===== config.mk =====
export PLATFORM = sky130hd
export DESIGN_NAME = audio_ring_dma
export DESIGN_NICKNAME = d
export VERILOG_FILES = /design/src/rtl/ardma_pkg.sv /design/src/rtl/ardma_ring.sv /design/src/rtl/ardma_irq.sv /design/src/rtl/ardma_fmt.sv /design/src/rtl/audio_ring_dma.sv
export SDC_FILE = /design/constraint.sdc
export NUM_CORES = 1
export LEC_CHECK = 0
export BUFFER_PORTS_ARGS = -buffer_cell sky130_fd_sc_hd__buf_2
export CORE_ASPECT_RATIO = 0.6
export CORE_MARGIN = 8
export CORE_UTILIZATION = 44
export DETAILED_ROUTE_END_ITERATION = 10
export GPL_TIMING_DRIVEN = 0
export PLACE_DENSITY = 0.77
export SLEW_MARGIN = 20
export SYNTH_ARGS = -nofsm -noshare
export SYNTH_HDL_FRONTEND = slang
export SYNTH_SLANG_ARGS = --single-unit

===== constraint.sdc =====
create_clock -name clk -period 2.26 [get_ports clk]
set_input_delay 0.113 -clock clk [delete_from_list [all_inputs] [get_ports clk]]
set_output_delay 0.113 -clock clk [all_outputs]
set_load 0.005 [all_outputs]

===== src/rtl/ardma_pkg.sv =====
package ardma_pkg;
   localparam int CH_CAP  = 0;
   localparam int CH_PLAY = 1;
   localparam int N_CH    = 2;
   // event positions in the shared status register
   localparam int EV_CAP_OVF   = 0;
   localparam int EV_CAP_TRIG  = 1;
   localparam int EV_PLAY_UNF  = 2;
   localparam int EV_PLAY_TRIG = 3;
   localparam int N_EV         = 4;
endpackage


===== src/rtl/ardma_ring.sv =====
module ardma_ring #(
   parameter int SIZE_W = 3,
   parameter bit IS_OUT = 1'b0,
   localparam int PTR_W = 1 << SIZE_W,
   localparam int CTL_W = 3 * PTR_W + 2 * SIZE_W + 2
) (
   input  logic              clk,
   input  logic              rst_n,
   input  logic              ctl_wr,
   input  logic              wr_rst,
   input  logic [SIZE_W-1:0] wr_size,
   input  logic              wr_en,
   input  logic [SIZE_W-1:0] wr_tm,
   input  logic [PTR_W-1:0]  wr_tp,
   input  logic [PTR_W-1:0]  wr_sw,
   input  logic              xfer_req,
   output logic [CTL_W-1:0]  ctl_rdata,
   output logic              active,
   output logic              xfer_acc,
   output logic              err_pulse,
   output logic              trig_pulse
);
   localparam logic [PTR_W-1:0]  ALL1   = '1;
   localparam logic [SIZE_W-1:0] TOP_SZ = SIZE_W'(PTR_W - 1);

   logic [SIZE_W-1:0] size_q, tm_q;
   logic [PTR_W-1:0]  tp_q, hw_q, sw_q;
   logic              en_q;

   logic [PTR_W-1:0]  ring_mask, wr_mask, sect_mask, hw_nxt, rd_wp, rd_rp;
   logic              blocked, req_live;

   assign ring_mask = ALL1 >> (TOP_SZ - size_q);
   assign wr_mask   = ALL1 >> (TOP_SZ - wr_size);
   assign sect_mask = ALL1 >> tm_q;
   assign hw_nxt    = (hw_q + PTR_W'(1)) & ring_mask;

   if (IS_OUT) begin : g_out
      assign blocked = (hw_q == sw_q);
      assign rd_wp   = sw_q;
      assign rd_rp   = hw_q;
   end else begin : g_in
      assign blocked = (hw_nxt == sw_q);
      assign rd_wp   = hw_q;
      assign rd_rp   = sw_q;
   end

   assign req_live   = xfer_req & en_q & ~ctl_wr;
   assign xfer_acc   = req_live & ~blocked;
   assign err_pulse  = req_live & blocked;
   assign trig_pulse = xfer_acc & ((hw_nxt & sect_mask) == (tp_q & sect_mask));
   assign active     = en_q;
   assign ctl_rdata  = {1'b0, size_q, en_q, tm_q, tp_q, rd_rp, rd_wp};

   always_ff @(posedge clk) begin
      if (!rst_n || (ctl_wr && wr_rst)) begin
         size_q <= '0;
         tm_q   <= '0;
         tp_q   <= '0;
         en_q   <= 1'b0;
         hw_q   <= '0;
         sw_q   <= '0;
      end else if (ctl_wr) begin
         size_q <= wr_size;
         tm_q   <= wr_tm;
         tp_q   <= wr_tp;
         en_q   <= wr_en;
         if (wr_en) begin
            sw_q <= wr_sw & wr_mask;
            hw_q <= en_q ? (hw_q & wr_mask) : '0;
         end else begin
            sw_q <= '0;
            hw_q <= '0;
         end
      end else if (xfer_acc) begin
         hw_q <= hw_nxt;
      end
   end

   // the hardware pointer moves only on an accepted step or a control write
   a_r3_hw_hold: assert property (@(posedge clk) disable iff (!rst_n)
      (!ctl_wr && !xfer_acc) |=> $stable(hw_q));

   // an idle channel keeps both pointers at zero
   a_r6_idle_zero: assert property (@(posedge clk) disable iff (!rst_n)
      !en_q |-> (hw_q == '0 && sw_q == '0));

   if (IS_OUT) begin : g_chk_out
      // a refused playback step leaves both pointers where they were
      a_r5_unf_hold: assert property (@(posedge clk) disable iff (!rst_n)
         err_pulse |=> ($stable(hw_q) && $stable(sw_q)));
   end else begin : g_chk_in
      // an accepted capture step never lands on the software pointer
      a_r4_no_overrun: assert property (@(posedge clk) disable iff (!rst_n)
         xfer_acc |=> (hw_q != sw_q));
   end
endmodule


===== src/rtl/ardma_irq.sv =====
module ardma_irq #(
   parameter int N_EV = 4
) (
   input  logic            clk,
   input  logic            rst_n,
   input  logic [N_EV-1:0] ev_set,
   input  logic            clr_wr,
   input  logic            mask_wr,
   input  logic [N_EV-1:0] wdata,
   output logic [N_EV-1:0] status,
   output logic [N_EV-1:0] mask,
   output logic [N_EV-1:0] pend,
   output logic            irq
);
   logic [N_EV-1:0] clr_bits;

   assign clr_bits = clr_wr ? wdata : '0;
   assign pend     = status & mask;
   assign irq      = |pend;

   always_ff @(posedge clk) begin
      if (!rst_n) begin
         status <= '0;
         mask   <= '0;
      end else begin
         status <= (status & ~clr_bits) | ev_set;
         if (mask_wr) mask <= wdata;
      end
   end

   // a raised event is visible in status on the next cycle, even under a clear
   a_r8_event_sticks: assert property (@(posedge clk) disable iff (!rst_n)
      (ev_set != '0) |=> ((status & $past(ev_set)) == $past(ev_set)));

   // without an event or a clear the status does not move
   a_r8_status_hold: assert property (@(posedge clk) disable iff (!rst_n)
      (!clr_wr && ev_set == '0) |=> $stable(status));
endmodule


===== src/rtl/ardma_fmt.sv =====
module ardma_fmt #(
   parameter int DATA_W = 16
) (
   input  logic              clk,
   input  logic              rst_n,
   input  logic              fmt8_cap,
   input  logic              fmt8_play,
   input  logic [DATA_W-1:0] cap_codec,
   output logic [DATA_W-1:0] cap_mem,
   input  logic              play_active,
   input  logic              play_load,
   input  logic [DATA_W-1:0] play_mem,
   output logic [DATA_W-1:0] play_sample
);
   localparam int NB = DATA_W / 8;
   localparam logic [DATA_W-1:0] SIGN_BITS = {NB{8'h80}};

   function automatic logic [DATA_W-1:0] conv(input logic [DATA_W-1:0] d, input logic f8);
      return f8 ? (d ^ SIGN_BITS) : d;
   endfunction

   logic [DATA_W-1:0] out_q;

   assign cap_mem     = conv(cap_codec, fmt8_cap);
   assign play_sample = play_active ? out_q : '0;

   always_ff @(posedge clk) begin
      if (!rst_n || !play_active) out_q <= '0;
      else if (play_load)         out_q <= conv(play_mem, fmt8_play);
   end

   // with no accepted step the sample toward the codec repeats
   a_r5_sample_repeat: assert property (@(posedge clk) disable iff (!rst_n)
      (play_active && !play_load) |=> (!play_active || $stable(play_sample)));

   // the cycle the channel goes idle its output is silence
   a_r10_idle_silence: assert property (@(posedge clk) disable iff (!rst_n)
      $fell(play_active) |-> (play_sample == '0));
endmodule


===== src/rtl/audio_ring_dma.sv =====
module audio_ring_dma #(
   parameter int SIZE_W = 3,
   parameter int DATA_W = 16,
   localparam int PTR_W = 1 << SIZE_W,
   localparam int CTL_W = 3 * PTR_W + 2 * SIZE_W + 2,
   localparam int N_EV  = ardma_pkg::N_EV
) (
   input  logic              clk,
   input  logic              rst_n,
   input  logic [1:0]        ctl_wr,
   input  logic [CTL_W-1:0]  ctl_wdata,
   output logic [CTL_W-1:0]  cap_ctl_rdata,
   output logic [CTL_W-1:0]  play_ctl_rdata,
   input  logic [1:0]        xfer_req,
   output logic [1:0]        xfer_acc,
   input  logic [1:0]        fmt_8bit,
   input  logic [DATA_W-1:0] cap_codec_data,
   output logic [DATA_W-1:0] cap_mem_data,
   input  logic [DATA_W-1:0] play_mem_data,
   output logic [DATA_W-1:0] play_sample,
   input  logic              irq_clr_wr,
   input  logic              irq_mask_wr,
   input  logic [N_EV-1:0]   irq_wdata,
   output logic [N_EV-1:0]   irq_status,
   output logic [N_EV-1:0]   irq_mask,
   output logic [N_EV-1:0]   irq_pend,
   output logic              irq
);
   import ardma_pkg::*;

   // control word field positions
   localparam int WP_LO  = 0;
   localparam int RP_LO  = PTR_W;
   localparam int TP_LO  = 2 * PTR_W;
   localparam int TM_LO  = 3 * PTR_W;
   localparam int EN_BIT = TM_LO + SIZE_W;
   localparam int SZ_LO  = EN_BIT + 1;
   localparam int RST_BIT = SZ_LO + SIZE_W;

   if (SIZE_W < 1 || SIZE_W > 4) begin : g_bad_size
      $error("SIZE_W must lie in 1..4");
   end
   if (DATA_W < 8 || DATA_W % 8 != 0) begin : g_bad_data
      $error("DATA_W must be a whole number of bytes");
   end

   logic [CTL_W-1:0] rdata [N_CH];
   logic [N_CH-1:0]  act, err, trg;

   for (genvar g = 0; g < N_CH; g++) begin : g_ch
      localparam int SW_LO = (g == CH_PLAY) ? WP_LO : RP_LO;
      ardma_ring #(.SIZE_W(SIZE_W), .IS_OUT(g == CH_PLAY)) u_ring (
         .clk       (clk),
         .rst_n     (rst_n),
         .ctl_wr    (ctl_wr[g]),
         .wr_rst    (ctl_wdata[RST_BIT]),
         .wr_size   (ctl_wdata[SZ_LO +: SIZE_W]),
         .wr_en     (ctl_wdata[EN_BIT]),
         .wr_tm     (ctl_wdata[TM_LO +: SIZE_W]),
         .wr_tp     (ctl_wdata[TP_LO +: PTR_W]),
         .wr_sw     (ctl_wdata[SW_LO +: PTR_W]),
         .xfer_req  (xfer_req[g]),
         .ctl_rdata (rdata[g]),
         .active    (act[g]),
         .xfer_acc  (xfer_acc[g]),
         .err_pulse (err[g]),
         .trig_pulse(trg[g])
      );
   end

   assign cap_ctl_rdata  = rdata[CH_CAP];
   assign play_ctl_rdata = rdata[CH_PLAY];

   logic [N_EV-1:0] ev;
   always_comb begin
      ev               = '0;
      ev[EV_CAP_OVF]   = err[CH_CAP];
      ev[EV_CAP_TRIG]  = trg[CH_CAP];
      ev[EV_PLAY_UNF]  = err[CH_PLAY];
      ev[EV_PLAY_TRIG] = trg[CH_PLAY];
   end

   ardma_irq #(.N_EV(N_EV)) u_irq (
      .clk    (clk),
      .rst_n  (rst_n),
      .ev_set (ev),
      .clr_wr (irq_clr_wr),
      .mask_wr(irq_mask_wr),
      .wdata  (irq_wdata),
      .status (irq_status),
      .mask   (irq_mask),
      .pend   (irq_pend),
      .irq    (irq)
   );

   ardma_fmt #(.DATA_W(DATA_W)) u_fmt (
      .clk        (clk),
      .rst_n      (rst_n),
      .fmt8_cap   (fmt_8bit[CH_CAP]),
      .fmt8_play  (fmt_8bit[CH_PLAY]),
      .cap_codec  (cap_codec_data),
      .cap_mem    (cap_mem_data),
      .play_active(act[CH_PLAY]),
      .play_load  (xfer_acc[CH_PLAY]),
      .play_mem   (play_mem_data),
      .play_sample(play_sample)
   );
endmodule


**After elaboration in Yosys (flattened, before gate mapping)**

Index checks and enable logic that the tools add are counted.

- Input bits: 78
- Register bits: 86
- Output and inout bits: 111
- Logic and storage cells: 83

- Reductions and logical operators: 10
- Bitwise operators: 30
- Multiplexer cells: 14
- Add/sub/neg operators: 5
- Shifts and indexed selects: 5
- Equality and inequality tests: 4

Operators by type and width:

| kind | count |
|---|---|
| AND 8 bit | 10 |
| 2-to-1 mux 8 bit | 10 |
| 2-to-1 mux 16 bit | 3 |
| right shift 8 x 3 -> 8 bit (first input constant) | 5 |
| equality test 8 bit | 4 |
| adder 8 x 1 -> 8 bit (second input constant) | 2 |
| AND 1 bit | 10 |
| subtractor 3 bit (first input constant) | 3 |
| AND 4 bit | 2 |
| 2-to-1 mux 4 bit | 1 |
| inverter 1 bit | 4 |
| inverter 2 bit | 2 |
| inverter 4 bit | 1 |
| bitwise OR 4 bit | 1 |
| nonzero test 2 bit | 2 |
| OR reduction 4 bit | 1 |
| logical OR 1 bit | 3 |
| logical AND 1 bit | 2 |
| logical NOT 1 bit | 2 |

**Longest topological paths before layout**

Gate-level depths: netlist of the first run.

- Word-level depth: 8
- Gate-level depth with buffers: 9
- Depth with buffers taken out: 8

**Hierarchy**

Synthesis of the first run repeated with hierarchy kept, for this count alone.

- Cells, all modules: 532
- Area total of the unflattened synthesis: 4630.7 sq um

By module, submodules not included:

| module | times used | sequential area each (sq um) | cells each | area each (sq um) |
|---|---|---|---|---|
| ardma_ring (g_ch[0].u_ring) | 1 | 620.6 | 207 | 1798.0 |
| ardma_ring (g_ch[1].u_ring) | 1 | 620.6 | 204 | 1667.8 |
| ardma_fmt | 1 | 320.3 | 87 | 837.1 |
| ardma_irq | 1 | 160.2 | 34 | 327.8 |

**Worst setup path after synthesis of the first run**

OpenSTA, ideal clock, no wires.

- Path type: flip-flop to flip-flop
- Start point: reg g_ch[0].u_ring.hw_q[1]
- End point: reg g_ch[0].u_ring.hw_q[1]
- Period minus slack after synthesis: 2.222 ns
- Data required time: 2.144 ns
- Library setup time: 0.116 ns
- Setup slack: 0.038 ns
- Arrival time: 2.106 ns
- Buffers on the path: 0
- Stages on the path, launching flop included: 9
- Path through: dfxtp_1 > ha_1 > nand3_1 > nor3_1 > o211ai_1 > a2111oi_4 > a31oi_4 > or2_4 > o211a_1

- Word-level cells in the longest chain between the ends: 6
- Elaborated cells on any way between the ends: 11
- Classes of those cells: 1 x add/sub; 1 x eq/ne; 4 x mux; 4 x bitwise; 1 x reduce/logical

Ends and longest elaborated chain:

| element | RTL line | RTL |
|---|---|---|
| start, declared | ardma_ring.sv:27 | `logic [PTR_W-1:0] tp_q, hw_q, sw_q;` |
| start signal, assigned | ardma_ring.sv:70 | `hw_q <= en_q ? (hw_q & wr_mask) : '0;` |
| start signal, assigned | ardma_ring.sv:76 | `hw_q <= hw_nxt;` |
| adder 8 x 1 -> 8 bit | ardma_ring.sv:36 | `assign hw_nxt = (hw_q + PTR_W'(1)) & ring_mask;` |
| AND 8 bit | ardma_ring.sv:36 |  |
| equality test 8 bit | ardma_ring.sv:43 | `assign blocked = (hw_nxt == sw_q);` |
| inverter 1 bit | ardma_ring.sv:49 | `assign xfer_acc = req_live & ~blocked;` |
| AND 1 bit | ardma_ring.sv:49 |  |
| nonzero test 2 bit (no line) | -- |  |

Parallel ways exist; a longest one is shown, timed or not. The select of a mux whose other input is x is not followed.
A chain may end at the register's enable or synchronous reset.

**Worst setup path after layout of the first run**

- Start point: reg g_ch[0].u_ring.hw_q[0]
- End point: out xfer_acc[0]

- Word-level cells in the longest chain between the ends: 5

Ends and longest elaborated chain:

| element | RTL line | RTL |
|---|---|---|
| adder 8 x 1 -> 8 bit | ardma_ring.sv:36 |  |
| AND 8 bit | ardma_ring.sv:36 |  |
| equality test 8 bit | ardma_ring.sv:43 |  |
| inverter 1 bit | ardma_ring.sv:49 |  |
| AND 1 bit | ardma_ring.sv:49 |  |
| end, declared | audio_ring_dma.sv:15 | `output logic [1:0] xfer_acc,` |

Every way passes these cells.

==> results.md, run 1 <==
- Antenna Cells: 0
- Total die area: 13900 µm²
- Min Hold Slack: 0.0122 ns
- Layout area overhead: 35.6%
- Drt total wl: 17300 µm
- Worst Max-Slew Pin Slew: 0.820 ns
- Arr. time, crit path: 2.38 ns
- Chip Width: 147 µm
- Layout cell share with drive strength beyond 1: 0.366
- CTS root buf: clkbuf_16
- Final period util: 1.10
- H-tree depth: 3
- Routed len/inst: 19.6 µm
- Number of vias per cell: 5.43
- Final setup fails: 10
- CP Class: flop to primary output
- RePlAce Congestion: 0.918
- Final core occ: 0.619
- Final min period: 2.49 ns
- Netlist cell types: 57
- Core Footprint: 9950 µm²
- I/O Buffers: 168
- Cell area after placement: 5560 µm²
- Post-synthesis async set-or-reset flop share: 0
- Max Transition Viols Final: 0
- Hold WC Path Type: input pin to flop
- # nets final: 821
- Die height: 94.7 µm
- Synth Cell Area: 4550 µm²
- Synth top area share: 0.379
- Final clock skew: 0.00660 ns
- Setup TNS: -1.32 ns
- DR iter-0 viols: 464
- Gr usage total: 0.236
- Most common cell after layout, fill and taps aside: buf_2
- First-pass GRT wire length: 25700 µm
- P per Cell Area: 563 nW/µm²
- Crit. End Element: primary output
- Largest stage delay, worst path: 0.54 ns
- Worst EP required: 2.15 ns
- Critical path launch point type: flop
- Leak: 2.83 nW
- Total CTS buffers: 9
- Dpl hpwl: 13600 µm
- Most area-hungry cell type in the Yosys netlist: dfxtp_1
- Prevailing post-synth register cell: dfxtp_1
- Rows: 28
- Antenna-violating nets left: 0
- Sequential element share of the synthesized area: 0.379
- Setup ws final: -0.233 ns
- Main area contributors after synthesis: dfxtp_1 (38%), mux2i_1 (8.4%), a21oi_1 (5.5%)
- Drt first pass iters: 5
- DR vias: 4782
- Syn_area_per_cell: 8.31 µm²
- Register bit total from synthesis: 86
- Worst slew margin: 0.453
- Synth Instances: 547
- Number of global-route vias before repair: 4689
- Initial antenna violation count: 0
- Max Cap Viol: 0
- Reg clk slew, reported paths: 0.07 ns
- Drc violations: 0
- Cell Count, Final, Fillers Out: 880
- Number of synthesized flops with an enable pin: 0
- Largest net degree at the start of global routing: 20
- CP max-delay cell: or4_4
- Outcome: complete, but fails checks
- RSZ-0062 raised after global routing: true
- Clock latency on the worst-skew pair: 0.34 ns
- Initial Utilization: 0.457
- Final Hold Vio Count: 0
- Maximum clock insertion buffer count: 2
- Worst path most repeated cell: buf_6
- Worst VDD drop: 0.423 mV
- Cell area after layout: 6160 µm²
- Crit-path max FO: 5
- Failing checks: setup timing
- Placed cell count: 851
- CP cell instances: buf_6 > nand2_4 > or4_4 > and3_4 > a2111oi_4 > a31oi_4 > buf_6 > buf_6 > buf_6
- Yosys warnings: 0
- CTS sink cnt: 86
- CTS tree: built
- Max Fclk: 0.401 GHz
- Most frequent cells in the layout: buf_2 (169), dfxtp_1 (75), nor2_1 (61)
- Top-level port count: 189
- Grt total ovfl: 0
-- cell families after synthesis --
logic type               Yosys count  share of synthesized area
AND/OR/NAND/NOR                  220                      0.236
AO/OA/AOI/OAI                    101                      0.146
flip-flops                        86                      0.379
buffers and inverters             63                     0.0784
multiplexers                      38                     0.0837
XOR/XNOR                          36                     0.0710
adder cells (fa/ha/maj)            2                    0.00550
other                              1                   0.000825
-- per-layer routing --
layer,wire length [µm],global-route usage,vias up
met5,0,0,-
met4,122,0.0489,0
met3,2250,0.120,15
met2,7170,0.349,290
met1,7750,0.305,2229
li1,-,-,2248
-- final cells by class --
cell class | instances | area (µm²)
fillers | 869 | 3790
multi-input cells | 399 | 2620
flip-flops and latches | 86 | 1750
repair buffers | 184 | 983
plain buffers | 50 | 322
clock buffers | 11 | 253
well taps | 135 | 169
inverters | 10 | 41.3
clock inverters | 4 | 22.5
repair inverters | 1 | 5.00
-- registers in the layout, summed over array words and instances, names as in the netlist --
signal              flops
g_ch.u_ring.tp_q       16
g_ch.u_ring.tm_q        6
g_ch.u_ring.hw_q       16
u_irq.mask              4
g_ch.u_ring.active      2
g_ch.u_ring.rd_rp       8
g_ch.u_ring.rd_wp       8
u_irq.status            4
g_ch.u_ring.size_q      6
u_fmt.out_q            16
-- cell usage after synthesis, drive strengths merged, types with 13 or more instances --
cell and number:
xnor2 15, a21oi 50, clkbuf 22, nor2 61
nand2 60, dfxtp 86, xor2 21, and2 22
nand3 25, buf 31, o21ai 13, mux2i 38
-- per-stage QoR --
step | total power [mW] | setup WS, ns
final | 3.47 | -0.233
after detailed placement | 2.08 | -0.594
after CTS | 3.48 | -0.240
after global placement | 2.07 | -0.619
after global routing | 3.61 | -0.310
after floorplan | 1.87 | 0.0381
-- report_power, final --
group,leakage (nW),internal [mW],switching (mW)
combinational,1.99,0.219,0.260
sequential,0.705,1.55,0.0513
clock,0.137,0.793,0.593
-- final timing paths --
kind	from	endpoint	slack, ns	cells after the start
worst min-delay path	play_mem_data[13]	u_fmt.out_q[13]	0.01	3
worst max-delay path	g_ch[0].u_ring.hw_q[0]	xfer_acc[0]	-0.23	9
worst min register to register	u_fmt.out_q[1]	u_fmt.out_q[1]	0.45	2
worst max register to register	g_ch[0].u_ring.hw_q[0]	g_ch[0].u_ring.hw_q[4]	-0.19	10
-- repair_timing --
item | CTS | global route
gates cloned | 0 | 1
pin swaps | 8 | 5
resized for setup | 40 | 16
endpoints found under the setup margin | 32 | 24
hold buffers | 0 | 0
hold endpoints to repair | 0 | 0
setup buffers | 10 | 6
-- critical path: cells and delay by family, from the launching register on --
family / cells / cell delay, ns
AO/OA/AOI/OAI: 2 / 0.39
buffers and inverters: 4 / 0.47
flip-flops: 1 / 0.38
AND/OR/NAND/NOR: 3 / 0.80
Power figures use the tool's default switching activity.
==> inputs of run 2 (changes only) <==
- CORE_MARGIN: 8 -> 3
==> run 2 against run 1 <==
  * The run still ends with setup timing left
  * Largest power group unchanged
  * Final area grew 2.4%
  * Die area shrank 17%
  * Clock power grew 11%
==> results.md, run 2 (same netlist as run 1, synthesis figures left out) <==
- Outcome: complete, but fails checks
- Failing checks: setup timing
- Grt total ovfl: 0 (unchanged)
- Hold WC Path Type: input pin to flop
- First-pass GRT wire length: 24600 µm (-4.4%)
- Reg clk slew, reported paths: 0.06 ns (about the same)
- Clock latency on the worst-skew pair: 0.34 ns (about the same)
- Drt total wl: 16400 µm (-5.1%)
- Routed len/inst: 18.5 µm (-5.6%)
- I/O Buffers: 168 (unchanged)
- Power Total: 3.63 mW (+4.5%)
- Hold Path Cell Cnt: 3 (unchanged)
- Most common cell after layout, fill and taps aside: buf_2
- Worst EP required: 2.15 ns (about the same)
- Layout cell share with drive strength beyond 1: 0.381 (+0.0149)
- Top-level port count: 189 (unchanged)
- RePlAce Congestion: 0.928 (+1.1%)
- Max Fclk: 0.397 GHz (-1.1%)
- Crit. End Element: primary output
- Largest net degree at the start of global routing: 20 (unchanged)
- Multi-input logic area: 2690 µm² (+2.4%)
- Critical path launch point type: flop
- Final min period: 2.52 ns (+0.0282 ns)
- M1 WL: 7270 µm (-6.2%)
- Total CTS buffers: 9 (unchanged)
- Arr. time, crit path: 2.41 ns (+0.03 ns)
- CTS tree: built
- Highest routed layer: met4
- Biggest regs: g_ch.u_ring.hw_q x16, g_ch.u_ring.tp_q x16, u_fmt.out_q x16
- Most frequent cells in the layout: buf_2 (167), dfxtp_1 (73), nor2_1 (60)
- Rows: 28 (unchanged)
- Fillers: 863 (-0.69%)
- CTS sink cnt: 86 (unchanged)
- H-tree depth: 3 (unchanged)
- RSZ-0062 raised after global routing: true
- Initial antenna violation count: 0 (unchanged)
- Maximum clock insertion buffer count: 2 (unchanged)
- Chip Width: 137 µm (-6.8%)
- Number of global-route vias before repair: 4562 (-2.7%)
- DP Worst Slack: -0.738 ns (-0.144 ns)
- DR iter-0 viols: 331 (-29%)
- Worst Max-Slew Pin Slew: 0.761 ns (-0.0590 ns)
- Final clock skew: 0.00773 ns (+0.00113 ns)
- Worst slew margin: 0.493 (+0.0393)
- Antenna Cells: 0 (unchanged)
- Final period util: 1.12 (+0.0125)
- Number of vias per cell: 5.42 (-0.27%)
- Final setup fails: 10 (unchanged)
- Drt first pass iters: 5 (unchanged)
- Die height: 84.7 µm (-11%)
- Max Transition Viols Final: 0 (unchanged)
- # nets final: 825 (+0.49%)
- Gr usage total: 0.276 (+0.0393)
- Setup ws final: -0.261 ns (-0.0282 ns)
- CTS root buf: clkbuf_16
- DR WL met3: 2070 µm (-8.1%)
- Reg area: 1750 µm² (+0.29%)
- Worst VDD drop: 0.425 mV (+0.67%)
- Initial Utilization: 0.457 (unchanged)
- DR vias: 4796 (+0.29%)
- P per Cell Area: 575 nW/µm² (+2.1%)
- Antenna-violating nets left: 0 (unchanged)
- Max Cap Viol: 0 (unchanged)
- Final core occ: 0.634 (+0.0148)
- Layout area overhead: 38.8%
- DR WL met2: 6950 µm (-3.1%)
- Final Hold Vio Count: 0 (unchanged)
- Crit-path max FO: 5 (unchanged)
- Dpl hpwl: 12700 µm (-6.6%)
- R2R cell count: 9 (-1)
- Total die area: 11600 µm² (-17%)
- CP Class: flop to primary output
- Drc violations: 0 (unchanged)
- Core Footprint: 9950 µm² (unchanged)
- Leak: 2.87 nW (+1.4%)
[run 2: cell types whose count changed in the layout (fill, tap and decap cells not counted), moves of 2 or more]
cell | previous run | this run
a21oi_1 | 48 | 46
clkinv_2 | 3 | 0
clkbuf_2 | 0 | 2
clkinv_4 | 0 | 2
buf_2 | 169 | 167
dfxtp_1 | 75 | 73
buf_6 | 8 | 10
[run 2: critical path, cell delays in order (launching register included)]
cell	delay (ns)
dfxtp_4	0.38
buf_4	0.14
and4_2	0.23
a211o_4	0.36
and3_4	0.18
a2111oi_4	0.28
a31oi_4	0.14
buf_6	0.15
buf_6	0.10
buf_6	0.10
[run 2: cell type report]
type                    count  share of cell area
plain buffers              49              0.0510
clock buffers              12              0.0406
clock inverters             4             0.00872
inverters                  10             0.00654
multi-input cells         399               0.425
flip-flops and latches     86               0.277
well taps                 135              0.0268
repair buffers            189               0.163
repair inverters            1            0.000793
[run 2: final timing paths]
check                              start  slack [ns]                      to
setup / recovery  g_ch[0].u_ring.hw_q[1]       -0.26             xfer_acc[0]
hold / removal          play_mem_data[8]       0.006          u_fmt.out_q[8]
setup reg to reg  g_ch[0].u_ring.hw_q[1]       -0.21  g_ch[0].u_ring.hw_q[1]
hold reg to reg           u_fmt.out_q[8]        0.45          u_fmt.out_q[8]
[run 2: routing by layer]
| metal | global-route usage | up-vias |
|---|---|---|
| met5 | 0 | - |
| met1 | 0.388 | 2265 |
| met2 | 0.398 | 262 |
| met4 | 0.0625 | 0 |
| met3 | 0.109 | 13 |
| li1 | - | 2256 |
[run 2: stage by stage]
| stage | hold slack, ns | setup TNS, ns | instances | area [µm²] |
|---|---|---|---|---|
| 2_1_floorplan | 0.249 | 0 | 548 | 4550 |
| 4_1_cts | 0.00133 | -1.02 | 877 | 6150 |
| 3_5_place_dp | 0.361 | -7.66 | 851 | 5560 |
| 3_3_place_gp | 0.356 | -6.16 | 851 | 5560 |
| 6_report | 0.00599 | -1.39 | 885 | 6310 |
| 5_1_grt | 0.00101 | -2.24 | 885 | 6310 |
[run 2: what timing repair did]
item | CTS | global route
pin swaps | 13 | 10
endpoints found under the hold margin | 1 | 0
cloned | 0 | 1
setup endpoints to repair | 23 | 23
resized for setup | 43 | 24
setup buffers | 12 | 8
hold buffers | 1 | 0
[run 2: where the power goes]
group	internal [mW]	switching [mW]	total (mW)
combinational	0.225	0.259	0.484
sequential	1.55	0.0554	1.61
clock	0.921	0.614	1.54
total	2.70	0.929	3.63
